--- src/rtl/vit_pkg.sv ---
package vit_pkg;

    localparam int unsigned NS = 4;

    typedef enum logic [1:0] {
        TR_IDLE,
        TR_BACK,
        TR_EMIT
    } tr_phase_t;

    // Trellis state: st[1] = previous input, st[0] = input before that.
    function automatic logic [1:0] code_pair(input logic [1:0] st, input logic u);
        logic [1:0] c;
        c[0] = u ^ st[0];
        c[1] = u ^ st[1] ^ st[0];
        return c;
    endfunction

    function automatic logic [1:0] pred_state(input logic [1:0] ns, input logic d);
        return {ns[0], d};
    endfunction

endpackage

--- src/rtl/vit_bmu.sv ---
module vit_bmu
    import vit_pkg::*;
#(
    parameter int unsigned SOFT_W = 3,
    localparam int unsigned BMW = SOFT_W + 1
) (
    input  logic [SOFT_W-1:0]        y0,
    input  logic [SOFT_W-1:0]        y1,
    output logic [NS-1:0][BMW-1:0]   bm
);

    // Entry c holds the metric for expected code pair c (c[0] on y0).
    for (genvar c = 0; c < NS; c++) begin : g_cw
        localparam logic B0 = 1'(c % 2);
        localparam logic B1 = 1'(c / 2);
        logic [SOFT_W-1:0] d0, d1;
        always_comb begin
            d0 = B0 ? ~y0 : y0;
            d1 = B1 ? ~y1 : y1;
            bm[c] = BMW'(d0) + BMW'(d1);
        end
    end

endmodule

--- src/rtl/vit_acs.sv ---
module vit_acs
    import vit_pkg::*;
#(
    parameter int unsigned BMW = 4,
    parameter int unsigned MW  = 7
) (
    input  logic [NS-1:0][MW-1:0]  pm_in,
    input  logic [NS-1:0][BMW-1:0] bm,
    output logic [NS-1:0][MW-1:0]  pm_out,
    output logic [NS-1:0]          dec
);

    logic [NS-1:0][MW-1:0] raw;
    logic [MW-1:0]         floor_v;

    for (genvar s = 0; s < NS; s++) begin : g_state
        localparam logic [1:0] NSX = 2'(s);
        localparam logic       U   = NSX[1];
        logic [1:0]    p0, p1, cw0, cw1;
        logic [MW-1:0] cand0, cand1;
        always_comb begin
            p0    = pred_state(NSX, 1'b0);
            p1    = pred_state(NSX, 1'b1);
            cw0   = code_pair(p0, U);
            cw1   = code_pair(p1, U);
            cand0 = pm_in[p0] + MW'(bm[cw0]);
            cand1 = pm_in[p1] + MW'(bm[cw1]);
            dec[s] = cand1 < cand0;
            raw[s] = dec[s] ? cand1 : cand0;
        end
    end

    always_comb begin
        floor_v = raw[0];
        for (int i = 1; i < NS; i++) begin
            if (raw[i] < floor_v) floor_v = raw[i];
        end
        for (int i = 0; i < NS; i++) begin
            pm_out[i] = raw[i] - floor_v;
        end
    end

endmodule

--- src/rtl/vit_trace.sv ---
module vit_trace
    import vit_pkg::*;
#(
    parameter int unsigned MAX_LEN = 64,
    localparam int unsigned LW = $clog2(MAX_LEN + 1),
    localparam int unsigned AW = $clog2(MAX_LEN)
) (
    input  logic          clk,
    input  logic          rst,
    input  logic          wr_en,
    input  logic [AW-1:0] wr_addr,
    input  logic [NS-1:0] wr_dec,
    input  logic          start,
    input  logic [LW-1:0] start_len,
    output logic          busy,
    output logic          out_valid,
    output logic          out_bit,
    output logic          out_last
);

    logic [NS-1:0]      dmem [MAX_LEN];
    logic [MAX_LEN-1:0] obuf;
    tr_phase_t          ph;
    logic [LW-1:0]      ptr, len;
    logic [1:0]         st;

    always_ff @(posedge clk) begin
        if (wr_en) dmem[wr_addr] <= wr_dec;
    end

    // Bits come out of the traceback last-first; park them by step index.
    always_ff @(posedge clk) begin
        if (ph == TR_BACK) obuf[ptr[AW-1:0]] <= st[1];
    end

    always_ff @(posedge clk) begin
        if (rst) begin
            ph        <= TR_IDLE;
            ptr       <= '0;
            len       <= '0;
            st        <= '0;
            out_valid <= 1'b0;
            out_bit   <= 1'b0;
            out_last  <= 1'b0;
        end else begin
            out_valid <= 1'b0;
            out_last  <= 1'b0;
            unique case (ph)
                TR_IDLE: begin
                    if (start) begin
                        len <= start_len;
                        ptr <= start_len - 1'b1;
                        st  <= '0;
                        ph  <= TR_BACK;
                    end
                end
                TR_BACK: begin
                    st <= pred_state(st, dmem[ptr[AW-1:0]][st]);
                    if (ptr == '0) ph <= TR_EMIT;
                    else           ptr <= ptr - 1'b1;
                end
                TR_EMIT: begin
                    out_valid <= 1'b1;
                    out_bit   <= obuf[ptr[AW-1:0]];
                    out_last  <= (ptr == len - 1'b1);
                    if (ptr == len - 1'b1) ph  <= TR_IDLE;
                    else                   ptr <= ptr + 1'b1;
                end
                default: ph <= TR_IDLE;
            endcase
        end
    end

    assign busy = (ph != TR_IDLE);

endmodule

--- src/rtl/vit_dec.sv ---
module vit_dec
    import vit_pkg::*;
#(
    parameter int unsigned SOFT_W  = 3,
    parameter int unsigned MAX_LEN = 64
) (
    input  logic              clk,
    input  logic              rst,
    input  logic              in_valid,
    input  logic              in_sof,
    input  logic              in_eof,
    input  logic [SOFT_W-1:0] in_y0,
    input  logic [SOFT_W-1:0] in_y1,
    output logic              out_valid,
    output logic              out_bit,
    output logic              out_last
);

    localparam int unsigned BMW   = SOFT_W + 1;
    localparam int unsigned MW    = BMW + 3;
    localparam int unsigned INF   = 2 ** (MW - 2);
    localparam int unsigned BMMAX = 2 * (2 ** SOFT_W - 1);
    localparam int unsigned LW    = $clog2(MAX_LEN + 1);
    localparam int unsigned AW    = $clog2(MAX_LEN);

    logic [NS-1:0][MW-1:0]  pm_q, pm_init, pm_src, pm_nx;
    logic [NS-1:0][BMW-1:0] bm;
    logic [NS-1:0]          dec;
    logic                   busy, rx_open, accept, wr_en;
    logic [LW-1:0]          cnt, wr_idx, start_len;

    always_comb begin
        for (int i = 0; i < NS; i++) pm_init[i] = (i == 0) ? '0 : MW'(INF);
    end

    assign accept = in_valid && !busy && (in_sof || rx_open);
    assign pm_src = in_sof ? pm_init : pm_q;
    assign wr_idx = in_sof ? '0 : cnt;
    assign wr_en  = accept && (wr_idx < LW'(MAX_LEN));
    assign start_len = (wr_idx < LW'(MAX_LEN)) ? wr_idx + 1'b1 : LW'(MAX_LEN);

    vit_bmu #(.SOFT_W(SOFT_W)) u_bmu (
        .y0 (in_y0),
        .y1 (in_y1),
        .bm (bm)
    );

    vit_acs #(.BMW(BMW), .MW(MW)) u_acs (
        .pm_in  (pm_src),
        .bm     (bm),
        .pm_out (pm_nx),
        .dec    (dec)
    );

    always_ff @(posedge clk) begin
        if (rst) begin
            pm_q    <= pm_init;
            rx_open <= 1'b0;
            cnt     <= '0;
        end else if (accept) begin
            pm_q    <= pm_nx;
            rx_open <= !in_eof;
            cnt     <= start_len;
        end
    end

    vit_trace #(.MAX_LEN(MAX_LEN)) u_trace (
        .clk       (clk),
        .rst       (rst),
        .wr_en     (wr_en),
        .wr_addr   (wr_idx[AW-1:0]),
        .wr_dec    (dec),
        .start     (accept && in_eof),
        .start_len (start_len),
        .busy      (busy),
        .out_valid (out_valid),
        .out_bit   (out_bit),
        .out_last  (out_last)
    );

endmodule

--- config.mk ---
export PLATFORM = sky130hd
export DESIGN_NAME = vit_dec
export DESIGN_NICKNAME = d
export VERILOG_FILES = /design/src/rtl/vit_pkg.sv /design/src/rtl/vit_bmu.sv /design/src/rtl/vit_acs.sv /design/src/rtl/vit_trace.sv /design/src/rtl/vit_dec.sv
export SDC_FILE = /design/constraint.sdc
export NUM_CORES = 1
export LEC_CHECK = 0
export BUFFER_PORTS_ARGS = -buffer_cell sky130_fd_sc_hd__buf_2
export CAP_MARGIN = 10
export CORE_MARGIN = 4
export CORE_UTILIZATION = 55
export CTS_CLUSTER_SIZE = 14
export DETAILED_ROUTE_END_ITERATION = 8
export HOLD_SLACK_MARGIN = 0.06
export PLACE_DENSITY = 0.73
export SYNTH_ARGS = -nofsm -noshare
export SYNTH_HDL_FRONTEND = slang
export SYNTH_SLANG_ARGS = --single-unit
--- constraint.sdc ---
create_clock -name clk -period 22 [get_ports clk]
set_input_delay 4.4 -clock clk [delete_from_list [all_inputs] [get_ports clk]]
set_output_delay 4.4 -clock clk [all_outputs]
set_load 0.02 [all_outputs]
==> summary.txt <==
Run status
  – Status: complete, no violations

Setup path
  – Worst path bufs/invs: 6
  – CP endpoint kind: flop
  – Worst path top cell family by delay: compound AO/OA/AOI/OAI gates
  – Nature of the critical path startpoint: input pin
  – Slowest stage delay, CP: 780 ps
  – WP data arrival: 15,520 ps
  – CP most frequent cell: ha_1
  – FF-to-FF Start: pm_q[14]$_SDFFE_PP0P_
  – R2R Path End: pm_q[27]$_SDFFE_PP0P_
  – Setup CP Type: input pin to flop
  – CP max-delay cell: mux2i_1
  – Critical Path RT: ~22,000 ps
  – Flop-to-flop setup slack: ~11,000 ps
  – FF-to-FF path depth: 45
  – CP Max Fanout: 50
  – Critical Path Source: in_sof

Synth
  – Synth Area in Adders: under 10%
  – Avg Inst Size Synth: 12.0 sq um
  – Synthesized net count: ~1,900
  – Top_reg_cell synth: edfxtp_1
  – Xor and xnor area share after synthesis: 3.74%
  – Synthesis Warnings: 0
  – Main combinational cell family by area after synthesis: simple AND/OR/NAND/NOR gates
  – Cell variety after synth: approximately 100
  – Synthesized instance count: 1,759
  – Synth Area in Simple Gates: 12.4%
  – Seq/Total Area, Yosys: 51.5%
  – Asr flop ratio synth: 0%
  – Post-synth EDFFs: 320
  – Post-synthesis compound-gate area fraction: 10.7%
  – Multiplexer share of the synthesized area: 12.2%
  – Area of the mapped netlist: 21,100 sq um
  – Flop and latch count out of synthesis: 383

Global routing
  – Gr usage total: 24.1%
  – First-pass GRT wire length: ~79,000 microns
  – Largest net degree at the start of global routing: 72
  – Via count of the first global-routing pass: 13,900
  – Overflow after GRT: 0
  – Initial antenna violation count: 0

STA
  – PnR worst setup slack: 6940 ps
  – Unrepaired setup endpoints after global routing: false
  – Finish-stage setup viols: 0
  – Final worst-path cycle share: just under 70%
  – Tmin final: 15,060 ps
  – Clk_skew: around 22 ps
  – Fin Setup TNS: 0 ps
  – Slew HR: 24.9%
  – Slew @ Worst Pin: approximately 1100 ps
  – Final Max Slew Viols: 0
  – Final hold slack: 454 ps
  – Final Hold Fails: 0
  – Fmax: 0.0664 GHz

Hold path
  – Hold depth: 2
  – Worst hold path type: flop to flop
  – HP Start: pm_q[23]$_SDFFE_PP0P_
  – Worst Hold End: pm_q[23]$_SDFFE_PP0P_

Route
  – Starting DRT DRC Count: ~1,400
  – Vias per cell: about 6.2
  – ANT nets after route: 0
  – Vias: 14,300
  – Number of remaining DRC errors: 0
  – Drt pass-1 iters: 8
  – Drt total wl: 50,300 microns
  – Routed len/inst: 21.8 microns

Floorplanning
  – Initial Util: 56.0%
  – Die width: 204 microns
  – Die Area: 41,600 sq um
  – Number of placement rows: 71
  – CORE AREA: between 30,000 and 40,000 sq um
  – Ports: 14
  – Die Ht: 204 microns

Clocking
  – H-tree depth reported by CTS: 2
  – Num Clock Sinks: 383
  – Total setup buffers inserted after CTS: 0
  – TritonCTS clock tree: built
  – Root buffer cell: clkbuf_16
  – Post-CTS sizing: 0
  – Total CTS buffers: between 40 and 50
  – Worst-path clk slew: 60 ps
  – Clk_lat worst skew: 550 ps
  – Hold Buf Count CTS: 0
  – Max Root-Sink Buffers: 3

Placement
  – HPWL after DPL: 34,400 microns
  – Worst slack, placed: 5860 ps
  – Placed cell areas: 21,700 sq um
  – Global placement routability congestion: roughly 0.97
  – Port Buffers: 13

Final layout
  – Ant. Diodes: 0
  – Fill cells: 2,901
  – Most common cell after layout, fill and taps aside: edfxtp_1
  – Final instance area: 23,100 sq um
  – Synth-to-Final Area Change: 9.28%
  – Final #Nets: approximately 1,900
  – Share of cells above drive strength 1: 14.0%
  – Most frequent cells in the layout: edfxtp_1, nor2_1, nand2_1

Flow run
  – Max-Cap Viols: 0
-- worst max-delay path by stage --
stage | depth (start not counted) | slack (ps) | to
after floorplan | 47 | 7570 | pm_q[27]$_SDFFE_PP0P_
after global placement | 45 | 6420 | pm_q[27]$_SDFFE_PP0P_
after detailed placement | 45 | 5860 | pm_q[27]$_SDFFE_PP0P_
after CTS | 45 | 6420 | pm_q[27]$_SDFFE_PP0P_
after global routing | 46 | 6260 | pm_q[27]$_SDFFE_PP0P_
final | 45 | 6940 | pm_q[27]$_SDFFE_PP0P_
-- flip-flops by register name, indices dropped and copies added (netlist names), 2 cells and up, named ones only --
name and cells:
u_trace.st 2, u_trace.len 7, u_trace.dmem 256, cnt 7
u_trace.ptr 7, u_trace.obuf 64, pm_q 28, u_trace.ph 2
-- worst register-to-register path: cells and delay by family, from the launching register on --
kind / cells / cell delay (ps)
mux: 1 / 780
flops: 1 / 320
fa+ha+maj: 8 / 2420
compound gates: 18 / 4660
xor+xnor: 1 / 160
buf+inv: 5 / 520
simple gates: 12 / 1860
-- cells in the mapped netlist, types with 8 or more instances --
master / count / share of area (%)
a211oi_1: 23 / 0.82
nor2_1: 243 / 4.3
nand2b_1: 22 / 0.65
a31oi_1: 10 / 0.30
nand2_1: 108 / 1.9
o22ai_1: 11 / 0.33
o21bai_1: 10 / 0.36
fa_1: 13 / 1.2
o211ai_1: 8 / 0.28
mux2i_1: 37 / 1.8
nor3_1: 37 / 0.88
a21oi_1: 79 / 1.9
clkbuf_1: 45 / 0.80
and2_1: 13 / 0.38
ha_1: 89 / 5.3
xnor2_1: 59 / 2.4
o21a_1: 10 / 0.36
nor2b_1: 36 / 1.1
or3_1: 10 / 0.30
nand3_1: 47 / 1.1
inv_1: 73 / 1.3
mux4_2: 90 / 9.6
buf_1: 21 / 0.37
edfxtp_1: 320 / 45
dfxtp_1: 63 / 6.0
xor2_1: 28 / 1.2
o21ai_0: 54 / 1.3
a21o_1: 21 / 0.75
mux2_2: 13 / 0.69
a221oi_1: 8 / 0.33
-- per-stage QoR --
stage | util (%) | cells
6_report | 61.2 | 2304
5_1_grt | 61.2 | 2304
4_1_cts | 61.1 | 2303
3_5_place_dp | 57.4 | 2227
3_3_place_gp | 57.4 | 2227
2_1_floorplan | - | 1759
-- layer usage --
layer | part of all wire, % | wire (microns) | global-route usage, % | vias to the layer above
met4 | 1.9 | 975 | 4.86 | 0
met3 | 7.4 | 3710 | 4.08 | 81
met1 | 43 | 21600 | 34.6 | 7057
li1 | - | - | - | 6598
met5 | 0 | 0 | 0 | -
met2 | 48 | 24000 | 39.3 | 565
-- cell type report --
cell class	count	area (sq um)	area share, %
Inverter	75	282	1.22
Timing Repair Buffer	35	243	1.05
Clock inverter	21	246	1.07
Clock buffer	55	1150	4.98
Multi-Input combinational cell	1224	9650	41.8
Tap cell	511	639	2.77
Sequential cell	383	10900	47.1
-- cells by family after synthesis --
logic type	count (synthesis)
flops	383
compound gates	323
simple gates	567
mux	142
fa+ha+maj	104
xor+xnor	88
buf+inv	152
Power is left out: the tool's default activity adds up to more than one toggle a clock period on the data nets, which glitch-free logic cannot reach.
